File: config.mk
export PLATFORM = sky130hd
export DESIGN_NAME = ipt_lookup
export DESIGN_NICKNAME = d
export VERILOG_FILES = /design/src/rtl/ipt_pkg.sv /design/src/rtl/ipt_hash.sv /design/src/rtl/ipt_entry_store.sv /design/src/rtl/ipt_classify.sv /design/src/rtl/ipt_lookup.sv
export SDC_FILE = /design/constraint.sdc
export NUM_CORES = 2
export LEC_CHECK = 0
export BUFFER_PORTS_ARGS = -buffer_cell sky130_fd_sc_hd__buf_4
export CAP_MARGIN = 15
export CORE_ASPECT_RATIO = 1.5
export CORE_MARGIN = 1.5
export CORE_UTILIZATION = 55
export CTS_BUF_LIST = sky130_fd_sc_hd__clkbuf_8
export DETAILED_ROUTE_END_ITERATION = 8
export GPL_TIMING_DRIVEN = 0
export HOLD_SLACK_MARGIN = 0.05
export PLACE_DENSITY = 0.72
export SYNTH_ARGS = -nofsm -noshare
export SYNTH_HDL_FRONTEND = slang
export SYNTH_HIERARCHICAL = 1
export SYNTH_SLANG_ARGS = --single-unit
export TNS_END_PERCENT = 50
File: constraint.sdc
create_clock -name clk -period 8.8 [get_ports clk]
set_input_delay 0.88 -clock clk [delete_from_list [all_inputs] [get_ports clk]]
set_output_delay 0.88 -clock clk [all_outputs]
set_load 0.02 [all_outputs]
File: src/rtl/ipt_pkg.sv
`timescale 1ns/1ps
package ipt_pkg;
   typedef enum logic [1:0] {
      KIND_MISS  = 2'd0,
      KIND_HIT   = 2'd1,
      KIND_FAULT = 2'd2
   } probe_kind_e;
endpackage

File: src/rtl/ipt_hash.sv
`timescale 1ns/1ps
module ipt_hash #(
   parameter int VPN_W     = 16,
   parameter int FRAME_W   = 6,
   parameter bit HASH_FOLD = 1'b1
) (
   input  logic [VPN_W-1:0]   vpn_i,
   output logic [FRAME_W-1:0] idx_o
);
   localparam int HALF_W = VPN_W / 2;

   if ((VPN_W % 2) != 0) begin : g_odd_vpn
      $error("ipt_hash: VPN_W must be even");
   end
   if (FRAME_W > HALF_W) begin : g_wide_idx
      $error("ipt_hash: FRAME_W must not exceed VPN_W/2");
   end

   if (HASH_FOLD) begin : g_fold
      logic [HALF_W-1:0] folded;
      assign folded = vpn_i[VPN_W-1:HALF_W] ^ vpn_i[HALF_W-1:0];
      assign idx_o  = folded[FRAME_W-1:0];
   end else begin : g_direct
      assign idx_o = vpn_i[FRAME_W-1:0];
   end
endmodule

File: src/rtl/ipt_entry_store.sv
`timescale 1ns/1ps
module ipt_entry_store #(
   parameter int VPN_W   = 16,
   parameter int FRAME_W = 6
) (
   input  logic               clk,
   input  logic               rst_n,
   input  logic               wr_en,
   input  logic [FRAME_W-1:0] wr_idx,
   input  logic [VPN_W-1:0]   wr_tag,
   input  logic               clr_en,
   input  logic [FRAME_W-1:0] clr_idx,
   input  logic [FRAME_W-1:0] rd_idx,
   output logic               rd_occ,
   output logic               rd_res,
   output logic [VPN_W-1:0]   rd_tag
);
   localparam int N_FRAMES = 1 << FRAME_W;

   logic [VPN_W-1:0] tag_arr [N_FRAMES];
   logic             occ_arr [N_FRAMES];
   logic             res_arr [N_FRAMES];

   for (genvar e = 0; e < N_FRAMES; e++) begin : g_ent
      logic [VPN_W-1:0] tag_q;
      logic             occ_q;
      logic             res_q;
      logic             hit_wr;
      logic             hit_clr;

      assign hit_wr  = wr_en  && (wr_idx  == FRAME_W'(e));
      assign hit_clr = clr_en && (clr_idx == FRAME_W'(e));

      always_ff @(posedge clk) begin
         if (!rst_n) begin
            tag_q <= '0;
            occ_q <= 1'b0;
            res_q <= 1'b0;
         end else if (hit_wr) begin
            tag_q <= wr_tag;
            occ_q <= 1'b1;
            res_q <= 1'b1;
         end else if (hit_clr) begin
            res_q <= 1'b0;
         end
      end

      assign tag_arr[e] = tag_q;
      assign occ_arr[e] = occ_q;
      assign res_arr[e] = res_q;
   end

   assign rd_tag = tag_arr[rd_idx];
   assign rd_occ = occ_arr[rd_idx];
   assign rd_res = res_arr[rd_idx];
endmodule

File: src/rtl/ipt_classify.sv
`timescale 1ns/1ps
module ipt_classify
   import ipt_pkg::*;
#(
   parameter int VPN_W = 16
) (
   input  logic             occ_i,
   input  logic             res_i,
   input  logic [VPN_W-1:0] tag_i,
   input  logic [VPN_W-1:0] req_tag_i,
   output probe_kind_e      kind_o
);
   always_comb begin
      if (!occ_i || (tag_i != req_tag_i)) kind_o = KIND_MISS;
      else if (!res_i)                    kind_o = KIND_FAULT;
      else                                kind_o = KIND_HIT;
   end
endmodule

File: src/rtl/ipt_lookup.sv
`timescale 1ns/1ps
module ipt_lookup
   import ipt_pkg::*;
#(
   parameter int VPN_W     = 16,
   parameter int OFF_W     = 12,
   parameter int FRAME_W   = 6,
   parameter bit HASH_FOLD = 1'b1
) (
   input  logic                     clk,
   input  logic                     rst_n,
   input  logic                     req_valid,
   input  logic [VPN_W+OFF_W-1:0]   req_vaddr,
   input  logic                     ins_valid,
   input  logic [FRAME_W-1:0]       ins_frame,
   input  logic [VPN_W-1:0]         ins_vpn,
   input  logic                     inv_valid,
   input  logic [FRAME_W-1:0]       inv_frame,
   output logic                     rsp_valid,
   output logic                     rsp_hit,
   output logic                     rsp_miss,
   output logic                     rsp_fault,
   output logic [FRAME_W+OFF_W-1:0] rsp_paddr
);
   localparam int VA_W = VPN_W + OFF_W;
   localparam int PA_W = FRAME_W + OFF_W;

   if (OFF_W < 1) begin : g_bad_off
      $error("ipt_lookup: OFF_W must be at least 1");
   end

   logic [VPN_W-1:0]   req_vpn;
   logic [OFF_W-1:0]   req_off;
   logic [FRAME_W-1:0] look_idx;
   logic               ent_occ;
   logic               ent_res;
   logic [VPN_W-1:0]   ent_tag;
   probe_kind_e        kind;

   assign req_vpn = req_vaddr[VA_W-1:OFF_W];
   assign req_off = req_vaddr[OFF_W-1:0];

   ipt_hash #(.VPN_W(VPN_W), .FRAME_W(FRAME_W), .HASH_FOLD(HASH_FOLD)) u_hash (
      .vpn_i (req_vpn),
      .idx_o (look_idx)
   );

   ipt_entry_store #(.VPN_W(VPN_W), .FRAME_W(FRAME_W)) u_store (
      .clk     (clk),
      .rst_n   (rst_n),
      .wr_en   (ins_valid),
      .wr_idx  (ins_frame),
      .wr_tag  (ins_vpn),
      .clr_en  (inv_valid),
      .clr_idx (inv_frame),
      .rd_idx  (look_idx),
      .rd_occ  (ent_occ),
      .rd_res  (ent_res),
      .rd_tag  (ent_tag)
   );

   ipt_classify #(.VPN_W(VPN_W)) u_cls (
      .occ_i     (ent_occ),
      .res_i     (ent_res),
      .tag_i     (ent_tag),
      .req_tag_i (req_vpn),
      .kind_o    (kind)
   );

   always_ff @(posedge clk) begin
      if (!rst_n) begin
         rsp_valid <= 1'b0;
         rsp_hit   <= 1'b0;
         rsp_miss  <= 1'b0;
         rsp_fault <= 1'b0;
         rsp_paddr <= '0;
      end else begin
         rsp_valid <= req_valid;
         rsp_hit   <= req_valid && (kind == KIND_HIT);
         rsp_miss  <= req_valid && (kind == KIND_MISS);
         rsp_fault <= req_valid && (kind == KIND_FAULT);
         rsp_paddr <= (req_valid && (kind == KIND_HIT)) ? {look_idx, req_off} : PA_W'(0);
      end
   end
endmodule

# Word level (Yosys, flattened, before mapping)
# Index checks and enable logic that the tools add are counted.
totals:
  output_inout_bits: 22
  input_bits: 61
  wordCells: 669
  regBits: 1174
classes:
  eq_ne: 129
  reduce_logical: 201
  n_lt_le_gt_ge: 1
  bitwise_logic: 2
  muxes: 139
op_table:
  columns: ["op", "n"]
  rows:
  - ["6-bit == test, second input constant", 64]
  - ["6-bit by 5-bit == test with 1-bit output, second input constant", 32]
  - ["1-bit 2-to-1 mux", 132]
  - ["1-bit logical AND", 131]
  - ["2-bit nonzero test", 64]
  - ["16-bit binary-select mux with 6-bit select", 1]
  - ["6-bit by 4-bit == test with 1-bit output, second input constant", 16]
  - ["6-bit by 3-bit == test with 1-bit output, second input constant", 8]
  - ["16-bit 2-to-1 mux", 2]
  - ["6-bit by 2-bit == test with 1-bit output, second input constant", 4]
  - ["16-bit != test", 1]
  - ["1-bit binary-select mux with 6-bit select", 2]
  - ["6-bit by 1-bit == test with 1-bit output, second input constant", 2]
  - ["6-bit logical NOT", 2]
  - ["7-bit greater-or-equal comparator, second input constant", 1]
  - ["6-bit inverter with 7-bit output", 1]
  - ["6-bit bitwise XOR", 1]
  - ["2-bit 2-to-1 mux", 2]
  - ["2-bit by 1-bit == test with 1-bit output, second input constant", 1]
  - ["2-bit == test, second input constant", 1]
  - ["2-bit logical NOT", 1]
  - ["2-bit AND reduction", 1]
  - ["1-bit logical NOT", 1]
  - ["1-bit logical OR", 1]

# Depth between registers and ports, before layout
logic_depth:
  ltp_word: 11
  ltp_mapped: 18
  mapped_depth_nobuf: 12

# By module
# Netlist, hierarchy kept.
modules_own_cells:
  columns: ["module", "instances", "area_each_um2", "seq_area_each_um2", "cells_each"]
  rows:
  - ["ipt_entry_store", 1, 51461.9, 23062.1, 5709]
  - ["ipt_lookup", 1, 631.9, 440.4, 47]
  - ["ipt_classify", 1, 192.7, 0.0, 25]
  - ["ipt_hash", 1, 52.6, 0.0, 6]

# Worst setup path after synthesis
# Ideal clock, no wire load.
synth_timing:
  path_kind: "input -> register"
  start: "input req_vaddr[12]"
  end: "register rsp_paddr[1]"
  arrival_ns: 3.991
  cell_stages: 15
  path_slack_ns: 4.696
  t_required_ns: 8.687
  cell_sequence: "xor2_1 buf_2 buf_4 mux4_2 o221ai_1 o31ai_1 a22o_1 xor2_1 nor4_1 nand4_1 nor3_2 and4b_1 buf_6 buf_8 and2_4"
synth_via:
  elab_chain_cells: 11
synth_lines:
  columns: ["item", "line_no", "text"]
  rows:
  - ["start, declared", "ipt_lookup.sv:13", "input logic [VPN_W+OFF_W-1:0] req_vaddr,"]
  - ["6-bit bitwise XOR", "ipt_hash.sv:21", "assign folded = vpn_i[VPN_W-1:HALF_W] ^ vpn_i[HALF_W-1:0];"]
  - ["6-bit inverter with 7-bit output (implied by the code)", "ipt_entry_store.sv:53", "assign rd_tag = tag_arr[rd_idx];"]
  - ["16-bit binary-select mux with 6-bit select", "ipt_entry_store.sv:53", null]
  - ["16-bit 2-to-1 mux (implied by the code) (2 in series)", "ipt_entry_store.sv:53", null]
  - ["named net ent_tag[12]", "ipt_lookup.sv:37", "logic [VPN_W-1:0] ent_tag;"]
  - ["16-bit != test", "ipt_classify.sv:14", "if (!occ_i || (tag_i != req_tag_i)) kind_o = KIND_MISS;"]
  - ["1-bit logical OR", "ipt_classify.sv:14", null]
  - ["2-bit 2-to-1 mux", "ipt_classify.sv:14", null]
  - ["named net kind[1]", "ipt_lookup.sv:38", "probe_kind_e kind;"]
  - ["2-bit by 1-bit == test with 1-bit output", "ipt_lookup.sv:82", "rsp_paddr <= (req_valid && (kind == KIND_HIT)) ? {look_idx, req_off} : PA_W'(0);"]
  - ["1-bit logical AND", "ipt_lookup.sv:82", null]
  - ["2-bit AND reduction (no line)", null, null]
  - ["end signal, assigned", "ipt_lookup.sv:82", null]
  - ["end, declared", "ipt_lookup.sv:23", "output logic [FRAME_W+OFF_W-1:0] rsp_paddr"]
# The timed path passes the listed nets, and every way through them passes these cells. The select of a mux whose other input is x is not followed.
# A chain may end at the register's enable or synchronous reset.

# Worst setup path in the final report
layout_timing:
  start: "input req_vaddr[15]"
  end: "register rsp_paddr[1]"
layout_via:
  elab_chain_cells: 11
layout_lines:
  columns: ["item", "line_no", "text"]
  rows:
  - ["6-bit bitwise XOR", "ipt_hash.sv:21", null]
  - ["named net look_idx[3]", "ipt_lookup.sv:34", "logic [FRAME_W-1:0] look_idx;"]
  - ["6-bit inverter with 7-bit output (implied by the code)", "ipt_entry_store.sv:53", null]
  - ["16-bit binary-select mux with 6-bit select", "ipt_entry_store.sv:53", null]
  - ["16-bit 2-to-1 mux (implied by the code) (2 in series)", "ipt_entry_store.sv:53", null]
  - ["named net ent_tag[2]", "ipt_lookup.sv:37", null]
  - ["16-bit != test", "ipt_classify.sv:14", null]
  - ["1-bit logical OR", "ipt_classify.sv:14", null]
  - ["2-bit 2-to-1 mux", "ipt_classify.sv:14", null]
  - ["named net kind[0]", "ipt_lookup.sv:38", null]
  - ["2-bit by 1-bit == test with 1-bit output", "ipt_lookup.sv:82", null]
  - ["1-bit logical AND", "ipt_lookup.sv:82", null]
  - ["2-bit AND reduction (no line)", null, null]
# The timed path passes the listed nets, and every way through them passes these cells. The select of a mux whose other input is x is not followed.

==> results.md <==
Cells and area:
- Of the cells placed in the final design, the portion with a size suffix greater than 1 is 0.135.
- The final standard cell utilization of the core is 0.616.
- The number of nets in the layout is approximately 6100.
- Fill cells in the final layout number between 8000 and 9000.
- The area growth from synthesis to layout is 11.0%.

Critical path:
- The endpoint type of the worst setup path is a register.
- Walking the worst path, the cells encountered are buf_4 > xor2_1 > buf_2 > nor2b_1 > nand2_1 > clkbuf_1 > nor2_1 > nor4_1 > a32o_1 > xor2_1 > nor4_1 > nand4_1 > nor2_1 > and4b_1 > buf_6 > buf_8 > and2_4.
- On the worst path, the slowest cell contributes a delay of 880 ps.
- The element type at the critical path start is a primary input.
- The count of buffer and inverter cells on the critical path is 5.
- Of all nets on the critical path, the largest fanout is 10.
- The data required time of the critical path is 9670 ps.
- The kind of critical path is in -> reg.
- The worst-path cell with the longest stage delay is sky130_fd_sc_hd__nor2_1.
- Among cell families on the critical path, the largest total delay comes from simple AND/OR/NAND/NOR gates.
- At the worst endpoint, the arrival time is 6960 ps.

Routing:
- The wire length per cell is 29.4 um.
- The remaining antenna violation count is 0.
- After detailed routing, the number of vias per cell comes to between 6 and 7.
- The vias after detailed routing is 46100.
- The first routing iteration left 4923 violations.
- The detailed-router iteration count before antenna repair is 8.
- Summed over all layers, the routed wires come to 219000 um.
- The total DRC errors in the routed layout is 0.

Clocking:
- The number of setup buffers added after CTS is 0.
- The number of buffers inserted for hold repair after clock tree synthesis is 0.
- After clock tree synthesis, the clock-pin slew on the worst setup and hold paths is ~70 ps.
- The clock reaches the later pin of the worst-skew pair after approximately 930 ps.
- CTS built an H-tree with a depth of 4.
- The total CTS buffers is 175.
- The cell sitting at the root of the clock tree is a sky130_fd_sc_hd__clkbuf_8.
- The number of resized instances in the post-cts repair step is 0.
- The maximum buffer depth of the clock tree is 3.
- TritonCTS built the clock tree.
- CTS saw 1174 sinks.

Power:
- The highest ir drop seen on vdd is 164 uV.
- For this design the ratio of total power to cell area is 189 nW/um^2.
- The analysis attributes to cell leakage a power of between 0.015 and 0.02 uW.

Timing:
- The number of endpoints with negative hold slack in the final report is 0.
- The part of the cycle the worst path needs is 0.692.
- Measured against its own limit, the worst slew margin works out to -0.00337.
- The final-report max-slew violation count is 10.
- Summed over all failing endpoints, the final setup total negative slack is 0 ps.
- Based on the critical path, the design can be clocked at up to 164 MHz.
- Setup repair after global routing left no endpoint under its margin.
- At the pin with the least slew margin, the transition time is 1510 ps.
- The worst setup slack after layout is 2710 ps.
- The total of endpoints with negative setup slack in the final report is 0.
- The worst clock skew is 38.2 ps.
- The shortest period the worst path allows is 6090 ps.

Placement:
- Summed over all nets, the half-perimeter wirelength after detailed placement is 161000 um.
- The post-placement worst setup slack is 2230 ps.
- The count of input and output buffers is 65.
- At the end of routability-driven placement, the weighted congestion stood at 1.08.

Logic synthesis:
- The share of the yosys chip area belonging to registers is 0.449.
- The mux cell area share after synthesis is 0.133.
- The flip-flop and latch count after synthesis is 1174.
- In the post-synthesis netlist, the biggest area contributors are sky130_fd_sc_hd__dfxtp_1 45%, sky130_fd_sc_hd__nand2_1 15%, sky130_fd_sc_hd__a21boi_0 15%.
- Summed over all instances, the cell type with the most area after synthesis is sky130_fd_sc_hd__dfxtp_1.
- The adder and majority gate portion of the synthesized area is 0.
- The fraction of the mapped netlist area in simple logic gates is 0.178.
- Dividing the synthesized area by the synthesized cell count gives 9.04 um^2.
- During synthesis, Yosys emitted a total of 6 warnings.
- sky130_fd_sc_hd__nand2_1 is the most common cell in the netlist.
- Of the total synthesized cell area, the portion taken by XOR and XNOR cells is 0.00368.
- The most used flip-flop cell after synthesis is sky130_fd_sc_hd__dfxtp_1.
- Counting flops with a built-in enable in the synthesized netlist gives 0.
- The post-synthesis net count is 5848.
- By count the netlist is led by 2142 x sky130_fd_sc_hd__nand2_1, 1174 x sky130_fd_sc_hd__dfxtp_1, 1055 x sky130_fd_sc_hd__a21boi_0.
- The compound-gate portion of the synthesized area came to 0.195.
- Of the post-synthesis cell area, the dominant cell type holds 0.449.
- The synthesized netlist contains 48 unique library cells.
- After synthesis, the largest family of logic cells by area is compound AO/OA/AOI/OAI gates.
- In this run the cell area of the synthesized design comes to 52300 um^2.
- The synthesized instance count is ~5800.
- Counting flops with an async set or reset pin after synthesis yields a share of 0.

Global route:
- The global-route congestion overflow total is 0.
- The via count of the first global-routing pass is 44300.
- Entering global routing, the biggest net connects 17 pins.
- The first-pass GRT wire length is 308000 um.
- The total routing resource utilization after global routing is 0.451.
- The initial antenna violation count is 22.

Floorplanning:
- The I/O pin count is 83.
- The overall die width is 255 um.
- For this configuration, the core starts out at a cell density of 0.555.
- The vertical die dimension is 381 um.
- The die footprint is 97100 um^2.
- The floorplan has 138 rows.
- The standard cell core area is 94300 um^2.

Min path:
- The tightest min-delay check is of the in -> reg type.

Job:
- Across the run, the number of max-cap violations was 1.

Run status:
- The run finished, with violations left.
- The final reports fail on capacitance limit, slew limit.
-- worst register-to-register path, cell delays in order (launching register included) --
cell and delay, ps:
sky130_fd_sc_hd__dfxtp_1 340, sky130_fd_sc_hd__mux4_2 360, sky130_fd_sc_hd__o22ai_1 120, sky130_fd_sc_hd__o31ai_1 1000, sky130_fd_sc_hd__a22o_1 300, sky130_fd_sc_hd__xor2_1 70
sky130_fd_sc_hd__nor4_1 640, sky130_fd_sc_hd__nand4_1 230, sky130_fd_sc_hd__nor2_1 540, sky130_fd_sc_hd__and4b_1 310, sky130_fd_sc_hd__buf_6 260, sky130_fd_sc_hd__buf_8 180
sky130_fd_sc_hd__and2_4 130
-- layout by cell type, fill, tap and decap left out, types with 39 or more instances in the layout --
master / instances
sky130_fd_sc_hd__nand2_1: 2142
sky130_fd_sc_hd__dfxtp_1: 1174
sky130_fd_sc_hd__a21boi_0: 1055
sky130_fd_sc_hd__clkbuf_1: 322
sky130_fd_sc_hd__mux4_2: 288
sky130_fd_sc_hd__clkbuf_8: 216
sky130_fd_sc_hd__buf_2: 110
sky130_fd_sc_hd__buf_4: 93
sky130_fd_sc_hd__nor2_1: 86
sky130_fd_sc_hd__o21ai_0: 74
sky130_fd_sc_hd__o21a_1: 64
sky130_fd_sc_hd__inv_1: 58
sky130_fd_sc_hd__o22ai_1: 39
-- cell families after synthesis --
logic type	Yosys count
AOI/OAI and AO/OA	1390
xor gates and xnor gates	22
buffers and inverters	502
DFF	1174
muxes	336
and+or+nand+nor	2363
-- routing by layer --
metal  GRT usage  part of all wire
met3       0.104             0.088
met2       0.674              0.44
met5           0           0.00011
met4       0.472              0.13
met1       0.511              0.35
-- power by group --
part | total (uW) | switching, uW | internal (uW)
registers | 5350 | 12.7 | 5340
clock network | 4430 | 2200 | 2220
logic | 1200 | 848 | 349
total | 11000 | 3070 | 7910
-- flip-flops by register name, indices dropped and copies added (netlist names) --
| signal | count |
|---|---|
| rsp_valid | 1 |
| rsp_fault | 1 |
| u_store/g_ent.tag_q | 1024 |
| rsp_paddr | 18 |
| rsp_miss | 1 |
| rsp_hit | 1 |
| u_store/g_ent.occ_q | 64 |
| u_store/g_ent.res_q | 64 |
-- metrics by stage --
stage               area, um^2  hold slack (ps)  power, uW  std cells
global route             58000              126      11200       7434
floorplan                52300              432       6100       5787
global placement         54400              438       6600       7112
finish                   58100              165      11000       7455
detailed placement       54600              445       6610       7121
CTS                      58000              116      11000       7428
-- path summary, 6_finish.rpt --
check | startpoint | endpoint | slack [ps] | cells past startpoint
worst max register to register | u_store/g_ent[3].tag_q[12] | rsp_paddr[1] | 4300 | 12
worst max-delay path | req_vaddr[15] | rsp_paddr[1] | 2710 | 17
worst min register to register | u_store/g_ent[21].tag_q[15] | u_store/g_ent[21].tag_q[15] | 450 | 2
worst min-delay path | req_vaddr[10] | rsp_paddr[10] | 160 | 2
-- layout make-up --
type	count	area (um^2)	share of cell area
multi-input combinational	4111	26700	0.459
buffer	501	2190	0.0377
timing repair buffer	76	627	0.0108
antenna	25	62.6	0.00108
inverter	1	3.75	0.0000646
sequential	1174	23500	0.405
clock inverter	91	465	0.00801
clock buffer	216	2970	0.0512
tap	1260	1580	0.0271
(Power assumes the default switching activity.)
